**config.mk**
```make
export PLATFORM = sky130hd
export DESIGN_NAME = sram_bl_wtrack
export DESIGN_NICKNAME = d
export VERILOG_FILES = /design/src/rtl/sram_bl_pkg.sv /design/src/rtl/sram_bl_wtrack.sv
export SDC_FILE = /design/constraint.sdc
export NUM_CORES = 1
export LEC_CHECK = 0
export BUFFER_PORTS_ARGS = -buffer_cell sky130_fd_sc_hd__buf_2
export CAP_MARGIN = 20
export CORE_MARGIN = 2
export CORE_UTILIZATION = 39
export DETAILED_ROUTE_END_ITERATION = 12
export GPL_ROUTABILITY_DRIVEN = 0
export PLACE_DENSITY = 0.73
export SYNTH_ARGS = -nofsm -noshare
export SYNTH_HDL_FRONTEND = slang
export SYNTH_SLANG_ARGS = --single-unit
```
**constraint.sdc**
```tcl
create_clock -name clk -period 0.8 [get_ports clk]
set_input_delay 0.04 -clock clk [delete_from_list [all_inputs] [get_ports clk]]
set_output_delay 0.04 -clock clk [all_outputs]
set_load 0.05 [all_outputs]
```
**src/rtl/sram_bl_pkg.sv**
```systemverilog
package sram_bl_pkg;

  // Number of byte lanes on the data bus (lower and upper).
  localparam int LANES = 2;

  // Operating mode decoded from the control pins.
  typedef enum logic [1:0] {
    MODE_STANDBY = 2'd0,  // not selected
    MODE_QUIET   = 2'd1,  // selected, outputs disabled
    MODE_READ    = 2'd2,  // selected, driving enabled lanes
    MODE_WRITE   = 2'd3   // selected, write period open
  } mode_e;

  // Selection needs the low-active select low and the high-active select high.
  function automatic logic chip_selected(input logic sel_lo_n, input logic sel_hi);
    return (~sel_lo_n) & sel_hi;
  endfunction

endpackage

```
**src/rtl/sram_bl_wtrack.sv**
```systemverilog
module sram_bl_wtrack
  import sram_bl_pkg::*;
#(
  parameter int AW     = 8,
  parameter int DATA_W = 16
) (
  input  logic              clk,
  input  logic              rst_n,
  input  logic              write_act,
  input  logic [AW-1:0]     idx,
  input  logic [DATA_W-1:0] din,
  input  logic [LANES-1:0]  lane_sel,
  output logic              commit,
  output logic [AW-1:0]     cap_idx,
  output logic [DATA_W-1:0] cap_data,
  output logic [LANES-1:0]  cap_lanes
);

  logic wact_q;

  // Keep the most recent in-period sample; the last one before the period
  // closes is what gets committed.
  always_ff @(posedge clk or negedge rst_n) begin
    if (!rst_n) begin
      wact_q    <= 1'b0;
      cap_idx   <= '0;
      cap_data  <= '0;
      cap_lanes <= '0;
    end else begin
      wact_q <= write_act;
      if (write_act) begin
        cap_idx   <= idx;
        cap_data  <= din;
        cap_lanes <= lane_sel;
      end
    end
  end

  // Period was open at the last edge and is closed now.
  assign commit = wact_q & ~write_act;

endmodule

```
==> summary.md <==
The startpoint identified for the worst hold timing path is write_act. Across the run, the number of max-cap violations was 0. Detailed placement finished with a half-perimeter wire length of 1.49 mm. The run gives 3.61 mW as the overall power.

The number of antenna violations at the first check in global routing came out at 0. The die covers 3250 sq um. The tools report the post-synthesis instance area as 1100 sq um. The later pin in the worst-skew pair is clocked with a latency of 310 ps. Across the VDD grid, the largest voltage drop is 0.00140 V.

The post-detailed-route count of antenna-violating nets is 0. The leakage power total is 0.979 nW. The die outline width came out at 57.0 microns.

For the aggregate global-route resource usage, the log shows 0.184. TritonCTS built the clock tree. The critical path starts at wact_q. The capturing element type of the critical path is a primary output. The finished cells cover 2040 sq um.

Across all hold checks on the routed design, the worst slack comes to 65.2 ps. The first global-routing pass estimated 4.52 mm of wire. The slew at the pin closest to its max-slew limit works out to 339 ps. The final worst slack was -197 ps; the post-detailed-routing wire length was 3.00 mm.

Setup violations remaining at the end of the flow were counted as 47. The post-synthesis register bit count works out to 27. By startpoint and endpoint, the worst setup path is classified as flop to primary output. The run finished, with violations left. For the worst setup path, the data arrival time is 960 ps.

The run gives 2710 sq um as the area of the placeable core. The total CTS buffers came out at 3. The min-delay analysis places its worst path in the category primary input to flop. For this run, the top clock speed supported by timing is 1.00 GHz.

The startpoint class of the critical path is a flop. The run gives 0.405 as the initial cell density of the core. The register clock-pin slew on the reported worst setup and hold paths is 130 ps.

The run gives -9.21 ps as the worst setup slack after placement. The maximum root-to-sink buffer count is 2. The post-place instance area is 1440 sq um. The run gives 28 as the largest net degree at the start of global routing. The worst register-to-register path begins at cap_data[10]. The highest net fanout along the worst path is 1. The first detailed-routing pass ran for 4 iterations.

The number of port buffers was 55; the final critical delay including setup and external delays was 997 ps. The internal power is 2.41 mW. The diode insertion count for antenna repair is 0.

Synthesis instantiated 6 different standard cells from the library. The cell count of the worst reg-to-reg path was 2. The run gives 0.774 as the worst relative slew slack.

The tools report the clock sink count as 27. The power density normalized to cell area came out at 1770 nW/um^2. The run gives 0.454 as the sequential share of power.

The area growth from synthesis to layout is 85.6%. The tools report the CTS H-tree depth as 1. In this run, the number of DRC markers left after iteration 0 of detailed routing was 19. The final route contains 824 vias. The tools report the number of hold violations in the final report as 0. Row generation in the floorplan step produced 19 rows.

A synthesized cell averages 19.3 sq um. The die is 57.0 microns tall. In the synthesized netlist, the number of instances is 57. The worst clock skew was 0 ps; the post-layout net count was 183.

During I/O placement, the number of pins put on the boundary was 56. The switching fraction of total power was 0.333. The portion of total power attributed to combinational logic came out at 0.390. Setup repair after global routing could not meet its margin everywhere. The final count of pins violating max slew is 0. The checks that failed: negative setup slack. Global routing finished with a remaining overflow of 0. The tools report the portion of total power attributed to the clock network as 0.156.

The post-route fraction of the period consumed by the critical path works out to 1.25. Via count normalized by instance count: 4.48. The share of final-layout standard cells stronger than drive strength 1 was 0.810.

For this design the total switching power over the nets is 1.20 mW. Post-synth net total: 86. The cell sitting at the root of the clock tree is a sky130_fd_sc_hd__clkbuf_4. The Yosys step of the flow raised 0 warnings. At the worst endpoint, the required time is 760 ps. The average wire per cell in the routed design is 16.3 microns, and the post-route DRC violation count is 0. Via count of the first global-routing pass: 920. The sequential area share after synthesis is 0.616, and the number of cells on the worst hold path is 2.
-- layout by cell type (no fill, tap or decap), drive strengths merged --
cell         synthesis  layout
clkbuf               0       4
buf                  3      68
dlygate4sd3          0      27
nor2b                1       1
dfrtp               27      27
mux2                26      26
-- final cells by class --
cell class / instances / area, sq um
multi-input combinational: 27 / 389
tap: 31 / 38.8
fill: 163 / 673
sequential: 27 / 708
timing repair buffer: 95 / 875
clock buffer: 4 / 26.3
-- Yosys cell counts --
cell type	n	area share
sky130_fd_sc_hd__dfrtp_1	27	0.62
sky130_fd_sc_hd__mux2_4	19	0.26
sky130_fd_sc_hd__mux2_2	7	0.072
sky130_fd_sc_hd__buf_12	2	0.036
sky130_fd_sc_hd__buf_6	1	0.010
sky130_fd_sc_hd__nor2b_1	1	0.0057
-- power by group through the flow --
stage,clock (mW),combinational (mW),sequential [mW]
after detailed placement,0,0.999,1.62
final,0.563,1.40,1.64
after global routing,0.661,1.46,1.66
after CTS,0.580,1.31,1.62
after global placement,0,0.988,1.61
after floorplan,0,0.260,2.09
-- final timing paths --
kind,to,slack (ps)
worst max-delay path,commit,-200
worst min-delay path,wact_q,70
worst max register to register,cap_data[10],-140
worst min register to register,cap_lanes[0],550
max in group asynchronous,cap_idx[5],280
min in group asynchronous,cap_data[4],250
-- critical path, cell delays in order (launching register included) --
cell and delay [ps]:
sky130_fd_sc_hd__dfrtp_1 380, sky130_fd_sc_hd__nor2b_4 120, sky130_fd_sc_hd__buf_6 140
-- routing by layer --
metal | up-vias | wire [microns] | track usage
met5 | - | 0 | 0
met3 | 2 | 96 | 0.0295
met1 | 411 | 1070 | 0.200
met2 | 24 | 1810 | 0.368
li1 | 387 | - | -
met4 | 0 | 21 | 0.0399
-- state kept, by name (all words and copies together) (netlist names) --
| name | cells |
|---|---|
| cap_data | 16 |
| cap_idx | 8 |
| cap_lanes | 2 |
| wact_q | 1 |
-- cell families after synthesis --
kind of cell | after synthesis | synth area share
buffers and inverters | 3 | 0.0468
muxes | 26 | 0.332
and+or+nand+nor | 1 | 0.00570
DFF | 27 | 0.616
-- stage by stage --
stage	setup TNS [ps]	util	std cells
6_report	-5210	0.752	184
5_1_grt	-6860	0.752	184
4_1_cts	-4550	0.720	179
3_5_place_dp	-36.1	0.532	143
3_3_place_gp	0	0.532	143
2_1_floorplan	-2800	-	57
-- what timing repair did --
action / CTS / global route
endpoints found under the hold margin: 53 / 0
hold buffers: 27 / 0
endpoints found under the setup margin: 28 / 52
gates resized for setup: 55 / 13
setup buffers: 5 / 5
Note: power is estimated with default switching activity, not from simulation.
